[src/rtl/hp_slot_pkg.sv]
package hp_slot_pkg;
    localparam int DATA_W = 16;
    localparam int OFF_W  = 8;

    localparam logic [DATA_W-1:0] CTL_ABP_EN  = 16'h0001;
    localparam logic [DATA_W-1:0] CTL_PDC_EN  = 16'h0008;
    localparam logic [DATA_W-1:0] CTL_CC_EN   = 16'h0010;
    localparam logic [DATA_W-1:0] CTL_HP_EN   = 16'h0020;
    localparam logic [DATA_W-1:0] CTL_RESET   = 16'h03C0;

    localparam logic [DATA_W-1:0] STS_ABP     = 16'h0001;
    localparam logic [DATA_W-1:0] STS_PFD     = 16'h0002;
    localparam logic [DATA_W-1:0] STS_PDC     = 16'h0008;
    localparam logic [DATA_W-1:0] STS_CC      = 16'h0010;
    localparam logic [DATA_W-1:0] STS_PDS     = 16'h0040;
    localparam logic [DATA_W-1:0] STS_DLLSC   = 16'h0100;

    localparam logic [DATA_W-1:0] STS_W1C     = STS_ABP | STS_PFD | STS_PDC | STS_CC | STS_DLLSC;
    localparam logic [DATA_W-1:0] HP_CAUSES   = CTL_ABP_EN | CTL_PDC_EN;

    typedef struct packed {
        logic [DATA_W-1:0] ctrl;
        logic [DATA_W-1:0] stat;
        logic              irq;
    } slot_state_t;
endpackage

[src/rtl/hp_dev_filter.sv]
module hp_dev_filter #(
    parameter int ADDR_W = 16
) (
    input  logic              clk,
    input  logic              rst_n,
    input  logic              dev_reg,
    input  logic [ADDR_W-1:0] dev_addr,
    input  logic              plug_evt,
    input  logic              unplug_evt,
    input  logic [ADDR_W-1:0] evt_addr,
    output logic              plug_hit,
    output logic              unplug_hit,
    output logic              dev_valid
);
    typedef struct packed {
        logic              valid;
        logic [ADDR_W-1:0] addr;
    } dev_t;

    dev_t dev_d, dev_q;
    logic addr_match;

    always_comb begin
        dev_d = dev_q;
        if (dev_reg) begin
            dev_d.valid = 1'b1;
            dev_d.addr  = dev_addr;
        end
        addr_match = dev_q.valid && (evt_addr == dev_q.addr);
        plug_hit   = addr_match && plug_evt;
        unplug_hit = addr_match && unplug_evt && !plug_evt;
        dev_valid  = dev_q.valid;
    end

    always_ff @(posedge clk or negedge rst_n) begin
        if (!rst_n) dev_q <= '0;
        else        dev_q <= dev_d;
    end
endmodule

[src/rtl/hp_reg_decode.sv]
module hp_reg_decode
    import hp_slot_pkg::*;
#(
    parameter logic [OFF_W-1:0] CTRL_OFF = 8'h18,
    parameter logic [OFF_W-1:0] STAT_OFF = 8'h1A
) (
    input  logic              reg_wr,
    input  logic [OFF_W-1:0]  reg_addr,
    input  logic [1:0]        reg_be,
    input  logic [DATA_W-1:0] reg_wdata,
    input  logic [DATA_W-1:0] ctrl_q,
    input  logic [DATA_W-1:0] stat_q,
    output logic              ctrl_load,
    output logic [DATA_W-1:0] stat_clr,
    output logic [DATA_W-1:0] rdata
);
    localparam int BYTE_W = DATA_W / 2;

    logic [DATA_W-1:0] byte_mask;

    always_comb begin
        byte_mask = {{BYTE_W{reg_be[1]}}, {BYTE_W{reg_be[0]}}};
        ctrl_load = reg_wr && (reg_addr == CTRL_OFF) && (reg_be == 2'b11)
                    && (reg_wdata != ctrl_q);
        stat_clr  = '0;
        if (reg_wr && (reg_addr == STAT_OFF))
            stat_clr = reg_wdata & byte_mask & STS_W1C;
        if (reg_addr == CTRL_OFF)      rdata = ctrl_q;
        else if (reg_addr == STAT_OFF) rdata = stat_q;
        else                           rdata = '0;
    end
endmodule

[src/rtl/hp_irq_gate.sv]
module hp_irq_gate (
    input  logic irq_en,
    input  logic cc_evt,
    input  logic cc_en,
    input  logic hp_evt,
    input  logic hp_en,
    input  logic hp_cause,
    output logic irq_req
);
    logic cc_req, hp_req;

    always_comb begin
        cc_req  = cc_evt && cc_en;
        hp_req  = hp_evt && hp_en && hp_cause;
        irq_req = irq_en && (cc_req || hp_req);
    end
endmodule

[src/rtl/hp_slot_ctrl.sv]
module hp_slot_ctrl
    import hp_slot_pkg::*;
#(
    parameter int               ADDR_W   = 16,
    parameter logic [OFF_W-1:0] CTRL_OFF = 8'h18,
    parameter logic [OFF_W-1:0] STAT_OFF = 8'h1A
) (
    input  logic              clk,
    input  logic              rst_n,
    input  logic              reg_wr,
    input  logic [OFF_W-1:0]  reg_addr,
    input  logic [1:0]        reg_be,
    input  logic [DATA_W-1:0] reg_wdata,
    output logic [DATA_W-1:0] reg_rdata,
    input  logic              dev_reg,
    input  logic [ADDR_W-1:0] dev_addr,
    input  logic              plug_evt,
    input  logic              unplug_evt,
    input  logic [ADDR_W-1:0] evt_addr,
    input  logic              irq_en,
    output logic              irq_pulse
);
    slot_state_t state_d, state_q;

    logic              plug_hit, unplug_hit, dev_valid_w;
    logic              ctrl_load;
    logic [DATA_W-1:0] stat_clr;
    logic              irq_req;
    logic              hp_evt;
    logic              hp_cause;
    logic [DATA_W-1:0] ctrl_q_w, stat_q_w;

    assign ctrl_q_w = state_q.ctrl;
    assign stat_q_w = state_q.stat;

    hp_dev_filter #(.ADDR_W(ADDR_W)) filt_i (
        .clk        (clk),
        .rst_n      (rst_n),
        .dev_reg    (dev_reg),
        .dev_addr   (dev_addr),
        .plug_evt   (plug_evt),
        .unplug_evt (unplug_evt),
        .evt_addr   (evt_addr),
        .plug_hit   (plug_hit),
        .unplug_hit (unplug_hit),
        .dev_valid  (dev_valid_w)
    );

    hp_reg_decode #(.CTRL_OFF(CTRL_OFF), .STAT_OFF(STAT_OFF)) dec_i (
        .reg_wr    (reg_wr),
        .reg_addr  (reg_addr),
        .reg_be    (reg_be),
        .reg_wdata (reg_wdata),
        .ctrl_q    (state_q.ctrl),
        .stat_q    (state_q.stat),
        .ctrl_load (ctrl_load),
        .stat_clr  (stat_clr),
        .rdata     (reg_rdata)
    );

    hp_irq_gate gate_i (
        .irq_en   (irq_en),
        .cc_evt   (ctrl_load),
        .cc_en    (|(state_d.ctrl & CTL_CC_EN)),
        .hp_evt   (hp_evt),
        .hp_en    (|(state_d.ctrl & CTL_HP_EN)),
        .hp_cause (hp_cause),
        .irq_req  (irq_req)
    );

    always_comb begin
        state_d = state_q;
        hp_evt  = plug_hit || unplug_hit;
        if (ctrl_load) begin
            state_d.ctrl = reg_wdata;
            state_d.stat = state_d.stat | STS_CC;
        end
        state_d.stat = state_d.stat & ~stat_clr;
        if (plug_hit)
            state_d.stat = state_d.stat | STS_PDS | STS_PDC | STS_ABP;
        else if (unplug_hit)
            state_d.stat = (state_d.stat & ~STS_PDS) | STS_PDC | STS_ABP;
        hp_cause      = |(state_d.stat & state_d.ctrl & HP_CAUSES);
        state_d.irq   = irq_req;
    end

    always_ff @(posedge clk or negedge rst_n) begin
        if (!rst_n) begin
            state_q.ctrl <= CTL_RESET;
            state_q.stat <= '0;
            state_q.irq  <= 1'b0;
        end else begin
            state_q <= state_d;
        end
    end

    assign irq_pulse = state_q.irq;
endmodule

[config.mk]
export PLATFORM = sky130hd
export DESIGN_NAME = hp_slot_ctrl
export DESIGN_NICKNAME = d
export VERILOG_FILES = /design/src/rtl/hp_slot_pkg.sv /design/src/rtl/hp_dev_filter.sv /design/src/rtl/hp_reg_decode.sv /design/src/rtl/hp_irq_gate.sv /design/src/rtl/hp_slot_ctrl.sv
export SDC_FILE = /design/constraint.sdc
export NUM_CORES = 1
export LEC_CHECK = 0
export BUFFER_PORTS_ARGS = -buffer_cell sky130_fd_sc_hd__buf_2
export CELL_PAD_IN_SITES_DETAIL_PLACEMENT = 1
export CELL_PAD_IN_SITES_GLOBAL_PLACEMENT = 2
export CORE_MARGIN = 5
export CORE_UTILIZATION = 29
export DETAILED_ROUTE_END_ITERATION = 12
export HOLD_SLACK_MARGIN = 0.12
export PLACE_DENSITY_LB_ADDON = 0.12
export SYNTH_ARGS = -nofsm -noshare
export SYNTH_HDL_FRONTEND = slang
export SYNTH_HIERARCHICAL = 1
export SYNTH_SLANG_ARGS = --single-unit
[constraint.sdc]
create_clock -name clk -period 2.1 [get_ports clk]
set_input_delay 0.315 -clock clk [delete_from_list [all_inputs] [get_ports clk]]
set_output_delay 0.315 -clock clk [all_outputs]
set_load 0.01 [all_outputs]
==> results.json <==
{
  "max_freq_mhz": 500.0,
  "placed_cells": 402,
  "clk_pin_slew_ns": 0.09,
  "place_congestion": 0.7040,
  "fp-row-count": 34,
  "synth_seq_cells": 50,
  "synth.area.mux_share_pct": 13.93,
  "rsz0062_at_grt": "false",
  "clkLatencyLatePin_ns": 0.30,
  "antenna_found_initial": 0,
  "cts_tree": "yes",
  "grt_use_total_pct": 11.48,
  "initial_core_util_pct": 29.50,
  "required_ns": 2.29,
  "vias": 1854,
  "io_pins": 82,
  "core_area_um2": 8678,
  "ys_warn_count": 6,
  "grt_max_degree": 24,
  "grt_pass1_wl_um": 9929,
  "stdcell_count": 412,
  "yosysTopAreaCell": "dfrtp_1",
  "yosysTopAreaCellShare_pct": 44.97,
  "synthArstFlopShare_pct": 100.0,
  "drt_iter0_drc": 30,
  "synthCells": 207,
  "yosysUniqueCellTypes": 35,
  "yosysSeqAreaShare_pct": 49.07,
  "drv_cap": 0,
  "cts.root.buffer_cell": "clkbuf_8",
  "synthAdderAreaFrac_pct": 0,
  "avgRoutedWirePerCell_um": 15.16,
  "ant_nets": 0,
  "synth_compound_area_share_pct": 8.016,
  "synth.cell_area_um2": 2560,
  "drc": 0,
  "start_kind": "flip-flop",
  "max-clock-path-buffers": 2,
  "first_global_vias": 1994,
  "post_route_cells_drive_above_1_share_pct": 54.93,
  "place.detailed.hpwl_um": 4917,
  "synth_area_leaders": "dfrtp_1 (45%), mux2_2 (13%), xor2_1 (7.9%)",
  "power_density_nw_per_um2": 563.0,
  "area.growth.synth_to_final_pct": 27.52,
  "die_y_um": 104.0,
  "fillers": 1003,
  "synth_edf_count": 0,
  "yosysMostFrequentCell": "dfrtp_1",
  "synth_top_family_by_area": "multiplexers",
  "p_leak_nw": 1.704,
  "cp.arrival_ns": 2.19,
  "cp_max_fo": 8,
  "hold_path_class": "input port to flip-flop",
  "ir_drop_mv": 0.2413,
  "htree_levels": 2,
  "synthFlopType": "dfrtp_1",
  "clkSinkCount": 50,
  "die-area_um2": 10810,
  "synthXorXnorAreaFrac_pct": 9.922,
  "synth-simple-area-share_pct": 12.51,
  "fin_skew_ns": 0.003618,
  "cts_inserted_buffers": 5,
  "final_util_pct": 37.62,
  "critPathKind": "flip-flop to flip-flop",
  "final_net_count": 368,
  "via_per_inst": 4.500,
  "end_kind": "flip-flop",
  "synthesis.area_per_instance_um2": 12.37,
  "status": "complete, no violations",
  "period_share_pct": 95.24,
  "n_antenna_cell": 0,
  "maxSlewViolCount": 0,
  "portBuffers": 81,
  "ys_top_cells_by_count": "dfrtp_1 (46), mux2_2 (29), xor2_1 (23), a22o_2 (16), buf_4 (13)",
  "period_needed_ns": 2.000,
  "final-hold-violation-count": 0,
  "die_width_um": 104.0,
  "overflow": 0,
  "setup_viol": 0,
  "wl_um": 6246,
  "dr.pass1.iters": 4
}
==> registers in the layout, summed over array words and instances, names as in the netlist, named ones only <==
register	flops
irq_pulse	1
filt_i/dev_valid	1
ctrl_q_w	14
stat_q_w	16
filt_i/dev_q	16
==> placed cells by master (no fill, tap or decap), types with 2 or more instances in the layout <==
cell type	instances
dfstp_2	4
nor4_2	2
a22o_2	16
xnor2_1	6
mux2_2	29
nand4_1	3
or2_2	2
conb_1	11
nor4_1	3
and3_1	4
buf_4	14
o21ai_0	2
dfrtp_1	46
xor2_1	23
mux2_4	2
buf_2	81
clkbuf_8	6
nor3b_1	2
nor3_4	2
nand2_1	5
clkbuf_1	2
nor2b_1	12
nor2_1	2
inv_1	6
==> path summary, 6_finish.rpt <==
path / cells after the start / start / endpoint / slack [ns]
min in group asynchronous: 2 / rst_n / filt_i/dev_q[8] / 0.47
min reg2reg: 1 / filt_i/dev_valid / filt_i/dev_valid / 0.47
min: 3 / dev_addr[1] / filt_i/dev_q[1] / 0.23
max in group asynchronous: 3 / rst_n / ctrl_q_w[10] / 1.08
max: 9 / ctrl_q_w[6] / irq_pulse / 0.1
max reg2reg: 9 / ctrl_q_w[6] / irq_pulse / 0.1
==> cells by family (layout without fill, tap and decap cells) <==
group                     after synthesis  in the layout
xor gates and xnor gates               29             29
other                                   1             11
buffers and inverters                  24            111
and+or+nand+nor                        49             49
muxes                                  31             31
DFF                                    50             50
AOI/OAI and AO/OA                      23             23
==> where the power goes <==
part           switching, mW  internal, mW
combinational          0.105         0.121
sequential            0.0245          1.00
clock                  0.317         0.270
total                  0.447          1.39
==> critical path, cell delays in order, from the launching register on <==
cell and delay, ns:
dfstp_2 0.54, xor2_1 0.16, nor4_1 0.06, buf_4 0.13, nand4_1 0.07, and4_4 0.24
buf_4 0.17, mux2_2 0.35, nand4_1 0.10, nand2_1 0.06
==> stage by stage <==
stage | hold WS [ns] | setup TNS (ns) | power [mW] | setup slack [ns] | instance area, um2
2_1_floorplan | 0.01941 | 0 | 1.157 | 0.07122 | 2597
3_3_place_gp | 0.2611 | -0.04146 | 1.266 | -0.04146 | 3114
3_5_place_dp | 0.2598 | -0.1072 | 1.271 | -0.1072 | 3114
4_1_cts | 0.2149 | 0 | 1.891 | 0.002687 | 3232
5_1_grt | 0.2171 | 0 | 1.943 | 0.001595 | 3264
6_report | 0.2324 | 0 | 1.838 | 0.09995 | 3264
==> cell type report <==
type	instances	area, um2	area share [%]
inverters	6	22.52	0.6899
well taps	108	135.1	4.140
flip-flops and latches	50	1256	38.48
multi-input cells	143	1220	37.37
clock buffers	8	90.09	2.760
repair buffers	97	540.5	16.56
==> per-layer routing <==
metal	vias up	GRT usage, %	share of wire (%)
li1	894	-	-
met1	895	13.99	43
met2	60	18.81	47
met3	5	4.407	8.4
met4	0	3.330	0.94
met5	-	0	0
==> what timing repair did <==
action | 4_1_cts | 5_1_grt
setup buffers | 0 | 1
endpoints found under the hold margin | 13 | 0
pin swaps | 2 | 3
hold buffers | 1 | 0
resized for setup | 4 | 7
setup endpoints to repair | 1 | 1
(Power assumes the default switching activity.)
